`config.mk`:
```
export PLATFORM = sky130hd
export DESIGN_NAME = segxlat_top
export DESIGN_NICKNAME = d
export VERILOG_FILES = /design/src/rtl/segxlat_pkg.sv /design/src/rtl/segxlat_regbank.sv /design/src/rtl/segxlat_check.sv /design/src/rtl/segxlat_fsm.sv /design/src/rtl/segxlat_top.sv
export SDC_FILE = /design/constraint.sdc
export NUM_CORES = 2
export LEC_CHECK = 0
export BUFFER_PORTS_ARGS = -buffer_cell sky130_fd_sc_hd__buf_2
export CORE_MARGIN = 1
export CORE_UTILIZATION = 40
export DETAILED_ROUTE_END_ITERATION = 10
export GPL_TIMING_DRIVEN = 1
export PLACE_DENSITY_LB_ADDON = 0.08
export SKIP_CTS_REPAIR_TIMING = 1
export SKIP_LAST_GASP = 1
export SLEW_MARGIN = 20
export SYNTH_ARGS = -nofsm -noshare
export SYNTH_HDL_FRONTEND = slang
export SYNTH_SLANG_ARGS = --single-unit
```
`constraint.sdc`:
```
create_clock -name clk -period 5.6 [get_ports clk]
set_input_delay 1.12 -clock clk [delete_from_list [all_inputs] [get_ports clk]]
set_output_delay 1.12 -clock clk [all_outputs]
set_load 0.005 [all_outputs]
```
`src/rtl/segxlat_pkg.sv`:
```
`timescale 1ns/1ps
package segxlat_pkg;
    localparam int VA_W   = 16;
    localparam int SEG_W  = 3;
    localparam int BLK_SH = 6;
    localparam int BASE_W = 12;
    localparam int NMODE  = 3;
    localparam int MODE_W = 2;
    localparam int OFF_W  = VA_W - SEG_W;
    localparam int BIDX_W = OFF_W - BLK_SH;
    localparam int LEN_W  = BIDX_W + 1;
    localparam int PA_W   = BASE_W + BLK_SH;
    localparam int NSEG   = 1 << SEG_W;
    localparam int IDX_W  = MODE_W + 1 + SEG_W;
    localparam int NSET   = NMODE * 2 * NSEG;
    localparam int SW_AW  = IDX_W + 1;
    localparam int SW_DW  = 16;
    localparam int NMCODE = 1 << MODE_W;

    localparam logic [1:0] ACC_RO = 2'b01;
    localparam logic [1:0] ACC_RW = 2'b11;

    localparam logic [SW_AW-1:0] A_CTL   = 7'h60;
    localparam logic [SW_AW-1:0] A_FLTVA = 7'h61;
    localparam logic [SW_AW-1:0] A_SPLIT = 7'h62;

    typedef enum logic {ST_IDLE, ST_CHECK} xl_state_e;

    typedef struct packed {
        logic             dirty;
        logic [1:0]       acc;
        logic             down;
        logic [LEN_W-1:0] len;
    } seg_desc_t;

    typedef struct packed {
        logic len_f;
        logic acc_f;
        logic mode_f;
    } flt_kind_t;
endpackage

```
`src/rtl/segxlat_regbank.sv`:
```
`timescale 1ns/1ps
module segxlat_regbank
    import segxlat_pkg::*;
(
    input  logic              clk,
    input  logic              rst_n,
    input  logic              sw_we,
    input  logic [SW_AW-1:0]  sw_addr,
    input  logic [SW_DW-1:0]  sw_wdata,
    output logic [SW_DW-1:0]  sw_rdata,
    input  logic [IDX_W-1:0]  lk_idx,
    output seg_desc_t         lk_desc,
    output logic [BASE_W-1:0] lk_base,
    input  logic              dirty_set,
    input  logic [IDX_W-1:0]  dirty_idx,
    input  logic              flt_log,
    input  flt_kind_t         flt_kind,
    input  logic [MODE_W-1:0] flt_mode,
    input  logic              flt_space,
    input  logic [VA_W-1:0]   flt_va,
    output logic              xlat_en,
    output logic [NMODE-1:0]  split_en,
    output logic              flt_flag,
    output logic [VA_W-1:0]   flt_va_q
);
    seg_desc_t         desc_q [NSET];
    logic [BASE_W-1:0] base_q [NSET];

    logic              sw_seg;
    logic [IDX_W-1:0]  sw_idx;
    logic              sw_isbase;
    logic              ctl_wr;

    logic              en_q;
    logic [NMODE-1:0]  split_q;
    logic              fflag_q;
    flt_kind_t         fkind_q;
    logic [MODE_W-1:0] fmode_q;
    logic              fspace_q;
    logic [SEG_W-1:0]  fseg_q;
    logic [VA_W-1:0]   fva_q;
    logic [SW_DW-1:0]  ctl_word;
    logic              unused_wbits;

    assign sw_seg    = sw_addr[SW_AW-1 -: MODE_W] != {MODE_W{1'b1}};
    assign sw_idx    = {sw_addr[SW_AW-1:SEG_W+1], sw_addr[SEG_W-1:0]};
    assign sw_isbase = sw_addr[SEG_W];
    assign ctl_wr    = sw_we && (sw_addr == A_CTL);
    assign unused_wbits = ^sw_wdata[SW_DW-1:$bits(seg_desc_t)];

    always_ff @(posedge clk or negedge rst_n) begin
        if (!rst_n) begin
            for (int i = 0; i < NSET; i++) begin
                desc_q[i] <= '0;
                base_q[i] <= '0;
            end
        end else begin
            for (int i = 0; i < NSET; i++) begin
                if (sw_we && sw_seg && sw_idx == IDX_W'(i) && sw_isbase)
                    base_q[i] <= sw_wdata[BASE_W-1:0];
                if (sw_we && sw_seg && sw_idx == IDX_W'(i) && !sw_isbase)
                    desc_q[i] <= seg_desc_t'({1'b0, sw_wdata[$bits(seg_desc_t)-2:0]});
                else if (dirty_set && dirty_idx == IDX_W'(i))
                    desc_q[i].dirty <= 1'b1;
            end
        end
    end

    always_ff @(posedge clk or negedge rst_n) begin
        if (!rst_n) begin
            en_q     <= 1'b0;
            split_q  <= '0;
            fflag_q  <= 1'b0;
            fkind_q  <= '0;
            fmode_q  <= '0;
            fspace_q <= 1'b0;
            fseg_q   <= '0;
            fva_q    <= '0;
        end else begin
            if (sw_we && sw_addr == A_SPLIT)
                split_q <= sw_wdata[NMODE-1:0];
            if (ctl_wr) begin
                en_q     <= sw_wdata[0];
                fflag_q  <= 1'b0;
                fkind_q  <= '0;
                fmode_q  <= '0;
                fspace_q <= 1'b0;
                fseg_q   <= '0;
            end else if (flt_log && !fflag_q) begin
                fflag_q  <= 1'b1;
                fkind_q  <= flt_kind;
                fmode_q  <= flt_mode;
                fspace_q <= flt_space;
                fseg_q   <= flt_va[VA_W-1 -: SEG_W];
                fva_q    <= flt_va;
            end
        end
    end

    assign ctl_word = {fflag_q, fkind_q, 5'b0, fmode_q, fspace_q, fseg_q, en_q};

    always_comb begin
        sw_rdata = '0;
        if (sw_seg) begin
            if (sw_isbase)
                sw_rdata[BASE_W-1:0] = base_q[sw_idx];
            else
                sw_rdata[$bits(seg_desc_t)-1:0] = desc_q[sw_idx];
        end else begin
            case (sw_addr)
                A_CTL:   sw_rdata = ctl_word;
                A_FLTVA: sw_rdata = fva_q;
                A_SPLIT: sw_rdata[NMODE-1:0] = split_q;
                default: sw_rdata = '0;
            endcase
        end
    end

    assign lk_desc  = desc_q[lk_idx];
    assign lk_base  = base_q[lk_idx];
    assign xlat_en  = en_q;
    assign split_en = split_q;
    assign flt_flag = fflag_q;
    assign flt_va_q = fva_q;
endmodule

```
`src/rtl/segxlat_check.sv`:
```
`timescale 1ns/1ps
module segxlat_check
    import segxlat_pkg::*;
(
    input  logic              en,
    input  logic              mode_ok,
    input  logic              write,
    input  logic [VA_W-1:0]   vaddr,
    input  seg_desc_t         desc,
    input  logic [BASE_W-1:0] base,
    output logic [PA_W-1:0]   paddr,
    output logic              fault,
    output flt_kind_t         kind
);
    localparam int FULL = 1 << BIDX_W;

    logic [BIDX_W-1:0] blk;
    logic [LEN_W-1:0]  len_eff;
    logic [LEN_W-1:0]  lo_lim;
    logic              len_ok;
    logic              acc_ok;
    logic              unused_bits;

    assign blk         = vaddr[OFF_W-1:BLK_SH];
    assign unused_bits = ^{vaddr[VA_W-1:OFF_W], desc.dirty};

    always_comb begin
        len_eff = (desc.len > LEN_W'(FULL)) ? LEN_W'(FULL) : desc.len;
        lo_lim  = LEN_W'(FULL) - len_eff;
        len_ok  = desc.down ? ({1'b0, blk} >= lo_lim) : ({1'b0, blk} < len_eff);
        acc_ok  = write ? (desc.acc == ACC_RW)
                        : (desc.acc == ACC_RO || desc.acc == ACC_RW);
        kind.mode_f = en && !mode_ok;
        kind.acc_f  = en && mode_ok && !acc_ok;
        kind.len_f  = en && mode_ok && !len_ok;
        fault = kind.mode_f || kind.acc_f || kind.len_f;
        if (!en)
            paddr = PA_W'(vaddr);
        else if (fault)
            paddr = '0;
        else
            paddr = {base, {BLK_SH{1'b0}}} + PA_W'(vaddr[OFF_W-1:0]);
    end
endmodule

```
`src/rtl/segxlat_fsm.sv`:
```
`timescale 1ns/1ps
module segxlat_fsm
    import segxlat_pkg::*;
(
    input  logic              clk,
    input  logic              rst_n,
    input  logic              req_valid,
    input  logic [VA_W-1:0]   req_vaddr,
    input  logic [MODE_W-1:0] req_mode,
    input  logic              req_ifetch,
    input  logic              req_write,
    input  logic              xlat_en,
    input  logic [NMODE-1:0]  split_en,
    input  logic [PA_W-1:0]   chk_paddr,
    input  logic              chk_fault,
    output logic              req_ready,
    output logic              rsp_valid,
    output logic [PA_W-1:0]   rsp_paddr,
    output logic              rsp_fault,
    output logic [IDX_W-1:0]  lk_idx,
    output logic              lk_mode_ok,
    output logic              lk_write,
    output logic [VA_W-1:0]   lk_vaddr,
    output logic [MODE_W-1:0] lk_mode,
    output logic              lk_space,
    output logic              dirty_set,
    output logic              flt_log
);
    xl_state_e         state, nxt;
    logic [VA_W-1:0]   lat_vaddr;
    logic [MODE_W-1:0] lat_mode;
    logic              lat_ifetch;
    logic              lat_write;
    logic [NMCODE-1:0] split_ext;
    logic              in_check;

    always_ff @(posedge clk or negedge rst_n) begin
        if (!rst_n) state <= ST_IDLE;
        else        state <= nxt;
    end

    always_comb begin
        nxt = state;
        unique case (state)
            ST_IDLE:  nxt = req_valid ? ST_CHECK : ST_IDLE;
            ST_CHECK: nxt = ST_IDLE;
        endcase
    end

    always_ff @(posedge clk or negedge rst_n) begin
        if (!rst_n) begin
            lat_vaddr  <= '0;
            lat_mode   <= '0;
            lat_ifetch <= 1'b0;
            lat_write  <= 1'b0;
        end else if (state == ST_IDLE && req_valid) begin
            lat_vaddr  <= req_vaddr;
            lat_mode   <= req_mode;
            lat_ifetch <= req_ifetch;
            lat_write  <= req_write;
        end
    end

    assign in_check   = (state == ST_CHECK);
    assign split_ext  = NMCODE'(split_en);
    assign lk_mode_ok = lat_mode < MODE_W'(NMODE);
    assign lk_space   = lk_mode_ok && split_ext[lat_mode] && !lat_ifetch;
    assign lk_idx     = {lk_mode_ok ? lat_mode : {MODE_W{1'b0}}, lk_space,
                         lat_vaddr[VA_W-1 -: SEG_W]};
    assign lk_write   = lat_write;
    assign lk_vaddr   = lat_vaddr;
    assign lk_mode    = lat_mode;
    assign req_ready  = (state == ST_IDLE);
    assign dirty_set  = in_check && xlat_en && lat_write && !chk_fault;
    assign flt_log    = in_check && chk_fault;

    always_ff @(posedge clk or negedge rst_n) begin
        if (!rst_n) begin
            rsp_valid <= 1'b0;
            rsp_paddr <= '0;
            rsp_fault <= 1'b0;
        end else begin
            rsp_valid <= in_check;
            rsp_fault <= in_check && chk_fault;
            if (in_check)
                rsp_paddr <= chk_paddr;
        end
    end
endmodule

```
`src/rtl/segxlat_top.sv`:
```
`timescale 1ns/1ps
module segxlat_top
    import segxlat_pkg::*;
(
    input  logic              clk,
    input  logic              rst_n,
    input  logic              req_valid,
    input  logic [VA_W-1:0]   req_vaddr,
    input  logic [MODE_W-1:0] req_mode,
    input  logic              req_ifetch,
    input  logic              req_write,
    output logic              req_ready,
    output logic              rsp_valid,
    output logic [PA_W-1:0]   rsp_paddr,
    output logic              rsp_fault,
    input  logic              sw_we,
    input  logic [SW_AW-1:0]  sw_addr,
    input  logic [SW_DW-1:0]  sw_wdata,
    output logic [SW_DW-1:0]  sw_rdata
);
    logic              xlat_en;
    logic [NMODE-1:0]  split_en;
    logic              flt_flag;
    logic [VA_W-1:0]   flt_va_q;
    logic [IDX_W-1:0]  lk_idx;
    seg_desc_t         lk_desc;
    logic [BASE_W-1:0] lk_base;
    logic              lk_mode_ok;
    logic              lk_write;
    logic [VA_W-1:0]   lk_vaddr;
    logic [MODE_W-1:0] lk_mode;
    logic              lk_space;
    logic [PA_W-1:0]   chk_paddr;
    logic              chk_fault;
    flt_kind_t         chk_kind;
    logic              dirty_set;
    logic              flt_log;

    segxlat_fsm u_fsm (
        .clk(clk), .rst_n(rst_n),
        .req_valid(req_valid), .req_vaddr(req_vaddr), .req_mode(req_mode),
        .req_ifetch(req_ifetch), .req_write(req_write),
        .xlat_en(xlat_en), .split_en(split_en),
        .chk_paddr(chk_paddr), .chk_fault(chk_fault),
        .req_ready(req_ready), .rsp_valid(rsp_valid),
        .rsp_paddr(rsp_paddr), .rsp_fault(rsp_fault),
        .lk_idx(lk_idx), .lk_mode_ok(lk_mode_ok), .lk_write(lk_write),
        .lk_vaddr(lk_vaddr), .lk_mode(lk_mode), .lk_space(lk_space),
        .dirty_set(dirty_set), .flt_log(flt_log)
    );

    segxlat_check u_check (
        .en(xlat_en), .mode_ok(lk_mode_ok), .write(lk_write),
        .vaddr(lk_vaddr), .desc(lk_desc), .base(lk_base),
        .paddr(chk_paddr), .fault(chk_fault), .kind(chk_kind)
    );

    segxlat_regbank u_regs (
        .clk(clk), .rst_n(rst_n),
        .sw_we(sw_we), .sw_addr(sw_addr), .sw_wdata(sw_wdata), .sw_rdata(sw_rdata),
        .lk_idx(lk_idx), .lk_desc(lk_desc), .lk_base(lk_base),
        .dirty_set(dirty_set), .dirty_idx(lk_idx),
        .flt_log(flt_log), .flt_kind(chk_kind), .flt_mode(lk_mode),
        .flt_space(lk_space), .flt_va(lk_vaddr),
        .xlat_en(xlat_en), .split_en(split_en),
        .flt_flag(flt_flag), .flt_va_q(flt_va_q)
    );
endmodule

```
* After elaboration in Yosys (flattened, before gate mapping)
Cells that the tools add are included.
** Storage, ports and cells
- Logic and storage cells :: 773
- Output and inout port bits :: 37
- Register bits :: 1223
** Operators by class
- Mux-type cells :: 133
- Equality and inequality tests :: 100
- Reduce and logical (&&, ||, !) cells :: 269
- Bitwise operators :: 4
- Order comparisons :: 7
- $add $sub $neg :: 2
** Operators by type and width (count)
- binary-select mux 12 bit (select 6 bit) :: 4
- logical AND 1 bit :: 207
- equality test 6 x 5 -> 1 bit (second input constant) :: 32
- equality test 6 bit (second input constant) :: 32
- 2-to-1 mux 1 bit :: 104
- nonzero test 2 bit :: 49
- equality test 6 x 4 -> 1 bit (second input constant) :: 16
- 2-to-1 mux 12 bit :: 8
- equality test 6 x 3 -> 1 bit (second input constant) :: 8
- 2-to-1 mux 18 bit :: 2
- case mux 13 bit (2 select lines) :: 1
- equality test 6 x 2 -> 1 bit (second input constant) :: 4
- 2-to-1 mux 11 bit :: 2
- equality test 7 bit (second input constant) :: 3
- adder 18 x 13 -> 18 bit :: 1
- greater-or-equal comparator 7 bit (second input constant) :: 2
- NOT 6 -> 7 bit :: 2
- equality test 6 x 1 -> 1 bit (second input constant) :: 2
- zero test 6 bit :: 2
- 2-to-1 mux 3 bit :: 4
- case mux 3 bit (3 select lines) :: 1
- greater-or-equal comparator 7 x 8 -> 1 bit :: 1
- > comparator 8 bit (second input constant) :: 1
- < comparator 7 x 8 -> 1 bit :: 1
- other kinds (15) :: 26

* Logic depth before layout (Yosys ltp)
- Depth after elaboration :: 21
- Gate-level depth with buffers :: 27
- Mapped depth without buffers :: 21

* Hierarchy
Synthesis repeated with hierarchy kept, for this count alone.
** Second synthesis, totals
- Cells, all modules :: 4401
- Area, all modules :: 65645.5 um2
** Modules (own cells, without submodules)
- segxlat_regbank :: area an instance 62865.3 um2, cells an instance 4143, sequential area each 29578.4 um2, times used 1
- segxlat_fsm :: area an instance 1581.5 um2, cells an instance 98, sequential area each 1026.0 um2, times used 1
- segxlat_check :: area an instance 1198.6 um2, cells an instance 160, sequential area each 0.0 um2, times used 1

* Least setup slack after synthesis
OpenSTA, ideal clock, no wires.
- Path kind :: register to register
- From :: reg u_fsm.lat_vaddr[13], in the netlist u_fsm.lk_vaddr[13]
- To :: reg u_fsm.rsp_paddr[16]
- Arrival time :: 5.215 ns
- Data required time :: 5.468 ns
- Setup slack :: 0.253 ns
- Buffers on the path :: 10
- Stages on the path, launching flop included :: 28
- Cell sequence :: dfrtp_1 -> buf_6 -> buf_8 -> buf_8 -> buf_6 -> buf_6 -> buf_4 -> buf_4 -> buf_4 -> buf_2 -> buf_2 -> mux4_2 -> mux4_2 -> nand2_1 -> o21ai_0 -> ha_1 -> inv_1 -> fa_1 -> nor2b_1 -> o21ai_0 -> a21boi_0 -> o21ai_0 -> a21boi_0 -> o21ai_0 -> nor2_1 -> xor2_1 -> nand4_1 -> o21ai_1
** On the way
- Longest elaborated chain between the ends :: 14
** RTL lines
- start, declared :: RTL line segxlat_fsm.sv:30 : logic [VA_W-1:0] lat_vaddr;
- start signal, assigned :: RTL line segxlat_fsm.sv:57 : lat_vaddr <= req_vaddr;
- NOT 6 -> 7 bit (not written as such) (*) :: RTL line segxlat_regbank.sv:119, segxlat_regbank.sv:120
- binary-select mux 12 bit (select 6 bit) :: RTL line segxlat_regbank.sv:119 : assign lk_desc = desc_q[lk_idx];
- 2-to-1 mux 11 bit (not written as such) (2 in series) :: RTL line segxlat_regbank.sv:119
- > comparator 8 bit :: RTL line segxlat_check.sv:28 : len_eff = (desc.len > LEN_W'(FULL)) ? LEN_W'(FULL) : desc.len;
- 2-to-1 mux 8 bit :: RTL line segxlat_check.sv:28
- subtractor 8 bit :: RTL line segxlat_check.sv:29 : lo_lim = LEN_W'(FULL) - len_eff;
- greater-or-equal comparator 7 x 8 -> 1 bit :: RTL line segxlat_check.sv:30 : len_ok = desc.down ? ({1'b0, blk} >= lo_lim) : ({1'b0, blk} < len_eff);
- 2-to-1 mux 1 bit :: RTL line segxlat_check.sv:30
- zero test 1 bit :: RTL line segxlat_check.sv:35 : kind.len_f = en && mode_ok && !len_ok;
- logical AND 1 bit :: RTL line segxlat_check.sv:35
- logical OR 1 bit :: RTL line segxlat_check.sv:36 : fault = kind.mode_f || kind.acc_f || kind.len_f;
- 2-to-1 mux 18 bit (*) :: RTL line segxlat_check.sv:39 : else if (fault)
- 2-to-1 mux 18 bit (*) :: RTL line segxlat_check.sv:37 : if (!en)
- end signal, assigned :: RTL line segxlat_fsm.sv:86 : rsp_paddr <= chk_paddr;
- end, declared :: RTL line segxlat_fsm.sv:18 : output logic [PA_W-1:0] rsp_paddr,
Mark *: on every way between the ends. The rest lies on a longest branch, timed or not. The select of a mux whose other input is x is not followed.
A chain may end at the register's enable or synchronous reset.

* Worst setup path after layout
- From :: in sw_addr[0]
- To :: out sw_rdata[5]
** On the way
- Longest elaborated chain between the ends :: 6
** RTL lines
- start, declared :: RTL line segxlat_top.sv:17 : input logic [SW_AW-1:0] sw_addr,
- NOT 6 -> 7 bit (not written as such) :: RTL line segxlat_regbank.sv:106, segxlat_regbank.sv:108
- binary-select mux 12 bit (select 6 bit) (on tied branches) :: RTL line segxlat_regbank.sv:108, segxlat_regbank.sv:106
- 2-to-1 mux 12 bit (on tied branches) (2 in series) :: RTL line segxlat_regbank.sv:108, segxlat_regbank.sv:106
- 2-to-1 mux 12 bit :: RTL line segxlat_regbank.sv:105 : if (sw_isbase)
- 2-to-1 mux 12 bit (*) :: RTL line segxlat_regbank.sv:104 : if (sw_seg) begin
- end, declared :: RTL line segxlat_top.sv:19 : output logic [SW_DW-1:0] sw_rdata
Marked as above.

==> summary.md <==
| Metric | Value |
|---|---|
| Syn_nets | `4,316` |
| DR vias | `40,295` |
| Register area share after synthesis | `46.8%` |
| R2r worst-path depth | `21` |
| Antenna violations before repair | `6` |
| Slowest stage delay, CP | `0.52 ns` |
| Clock latency on the worst-skew pair | `0.79 ns` |
| Final GP Congestion | `0.861` |
| Synth async-reset ratio | `100%` |
| Top cells by area, synth | `dfrtp_1 47%, mux4_2 24%, mux2_2 20%, clkbuf_1 1.7%, nand2_1 0.84%` |
| Hold Fails Final Rpt | `0` |
| Power Density | `333 nW/um^2` |
| Worst Path Buf+Inv | `5` |
| Max Fanout on Critical Path | `31` |
| Crit-path cells | `buf_12 > buf_12 > buf_4 > mux4_2 > mux4_2 > mux2i_1 > o22ai_1 > o21ai_0 > buf_4 > nand2_1 > buf_2` |
| YS warnings | `0` |
| Post-DRT Antenna Nets | `0` |
| Crit path kind | `input port to primary output` |
| Initial DRC Count | `3,446` |
| Effective utilization at floorplan | `40.5%` |
| Flop-to-flop setup slack | `0.27 ns` |
| CTS tree | `built` |
| Commonest non-fill, non-tap cell in the layout | `dfrtp_1` |
| Worst r2r dst | `u_regs.desc_q[503]` |
| Drt wl/cell | `32.2 um` |
| CP required | `4.48 ns` |
| Crit-path slowest cell | `mux4_2` |
| Outcome | `completed` |
| Setup Viol. Count Final | `0` |
| Commonest non-fill, non-tap cells in the layout | `1,220 x dfrtp_1, 1,133 x mux2_2, 687 x mux4_2, 245 x buf_4, 148 x clkbuf_16` |
| DIE WIDTH | `406 um` |
| Setup crit start | `sw_addr[0]` |
| H-Tree Depth | `4` |
| Share of cells above drive strength 1 | `56.2%` |
| Pin count of the biggest net entering global routing | `120` |
| Nets@finish | `4,383` |
| First-pass GRT wire length | `310 mm` |
| CP delay by family, top | `multiplexers` |
| Peak VDD IR | `0.322 mV` |
| Post-layout min period | `5.39 ns` |
| Final WL | `212 mm` |
| TritonCTS buffer count | `144` |
| Clock transition at the registers of the reported paths | `0.06 ns` |
| Die H | `406 um` |
| Final HPWL from detailed placement | `137 mm` |
| Setup Skew | `0.0327 ns` |
| CP Depth | `11` |
| Fillers | `14,309` |
| Area leader, netlist | `dfrtp_1` |
| Area grow syn2layout | `14.1%` |
| Synth top area share | `46.8%` |
| Post-Syn Area | `65,300 sq um` |
| Routed vias/inst | `6.12` |
| Actual slew at the worst max-slew pin | `1.14 ns` |
| TNS Setup | `0 ns` |
| Critical path arrival | `4.27 ns` |
| Startpoint Class | `input port` |
| Pins Over Slew Limit | `0` |
| IO buf count | `79` |
| GR Overflow Total | `0` |
| Hold WC Path Type | `input port to asynchronous set/reset pin` |
| Drt pass-1 iters | `6` |
| Crit share post-route | `96.3%` |
| Synth Register Bits | `1,223` |
| Vias in the first global route | `41,469` |
| Post-synth EDFFs | `0` |
| Reg2reg start | `u_fsm.lk_vaddr[13]` |
| Leakage power total | `33.4 nW` |
| Row count | `147` |
| Die area | `165,000 sq um` |
| Slew margin rel. | `23.3%` |
| Max clock buf depth | `3` |
| Gr usage total | `26.2%` |
| Remaining routing DRC violations | `0` |
| Achievable Freq | `0.185 GHz` |
| Core box area | `161,000 sq um` |
| Num ports | `84` |
| Post-Syn Instances | `4,244` |
| Kind of end point of the critical path | `primary output` |
| CP endpoint | `sw_rdata[5]` |
| Root buf cell | `clkbuf_16` |
| Fin util | `46.2%` |
| Main synth FF type | `dfrtp_1` |
| Number of max-cap violations | `0` |
| Unique masters post-synth | `69` |
| Clock Sinks | `1,223` |
| Mean post-synth cell area | `15.4 sq um` |
kinds of logic after synthesis:
group	synth area share (%)
adders and majority gates	0.490
AOI/OAI and AO/OA	2.82
DFF	46.8
xor gates and xnor gates	0.134
muxes	44.2
buffers and inverters	3.14
and+or+nand+nor	2.42
synth_stat cells (3+ instances only):
cell / n
a211oi_1: 7
clkbuf_1: 302
mux2i_1: 51
dfrtp_1: 1223
a31oi_1: 60
nor3_1: 11
buf_2: 54
or2_2: 11
buf_6: 13
buf_4: 18
o21a_1: 3
o221ai_1: 8
o22ai_1: 22
buf_8: 3
xnor2_1: 9
nand2b_1: 19
nand3_1: 17
nor2b_1: 21
nand4_1: 5
nor2_1: 109
mux4_2: 687
mux2_2: 1133
a222oi_1: 3
ha_1: 24
a22o_1: 5
o21ai_0: 50
o2bb2ai_1: 6
a21boi_0: 4
buf_1: 52
inv_1: 31
o2111a_1: 5
a21oi_1: 65
o211ai_1: 8
nor3b_1: 3
mux2_4: 7
a22oi_1: 4
a21o_1: 7
nand2_1: 146
registers in the layout, summed over array words and instances (netlist names), 3 cells and up:
| register | cells |
|---|---|
| u_regs.base_q | 576 |
| u_regs.fseg_q | 3 |
| u_regs.ctl_word | 3 |
| u_fsm.rsp_paddr | 18 |
| u_regs.desc_q | 576 |
| u_regs.split_en | 3 |
| u_regs.flt_va_q | 16 |
| u_fsm.lk_vaddr | 16 |
report_power, final:
| group | switching [W] | internal (W) | total, W |
|---|---|---|---|
| clock network | 0.00398 | 0.00609 | 0.0101 |
| registers | 0.000633 | 0.00968 | 0.0103 |
| logic | 0.00218 | 0.00225 | 0.00443 |
| total | 0.00679 | 0.0180 | 0.0248 |
per-stage QoR:
stage	instance area [sq um]	cells	hold slack [ns]	power [W]	setup slack (ns)
after floorplan	65300	4244	0.352	0.0132	0.253
after global placement	69400	6322	0.464	0.0148	0.0317
after detailed placement	69400	6322	0.471	0.0149	0.0142
after CTS	74500	6582	0.349	0.0250	-0.0144
after global routing	74600	6585	0.353	0.0258	-0.0243
final	74600	6588	0.298	0.0248	0.208
layout make-up:
class / instances / area [sq um] / share of cell area (%)
Antenna cell: 3 / 7.51 / 0.0101
Clock buffer: 206 / 4260 / 5.72
Clock inverter: 54 / 805 / 1.08
Inverter: 34 / 128 / 0.171
Multi-Input combinational cell: 2545 / 32800 / 44.0
Sequential cell: 1223 / 30600 / 41.1
Tap cell: 2160 / 2700 / 3.62
Timing Repair Buffer: 363 / 3230 / 4.33
layer usage:
metal  GRT usage, %  wire, um
met5              0        11
met4           5.69      4140
met3           4.36     11000
met2           40.3     97600
met1           38.9     99300
worst min-delay path by stage:
stage / start / end / cells past startpoint
2_1_floorplan: u_fsm.in_check / u_fsm.rsp_valid / 0
3_5_place_dp: u_regs.flt_va_q[14] / u_regs.flt_va_q[14] / 1
3_3_place_gp: u_fsm.rsp_paddr[0] / u_fsm.rsp_paddr[0] / 1
4_1_cts: rst_n / u_regs.base_q[340] / 1
6_report: rst_n / u_regs.base_q[340] / 1
5_1_grt: rst_n / u_regs.base_q[340] / 1
Power figures use the tool's default switching activity.
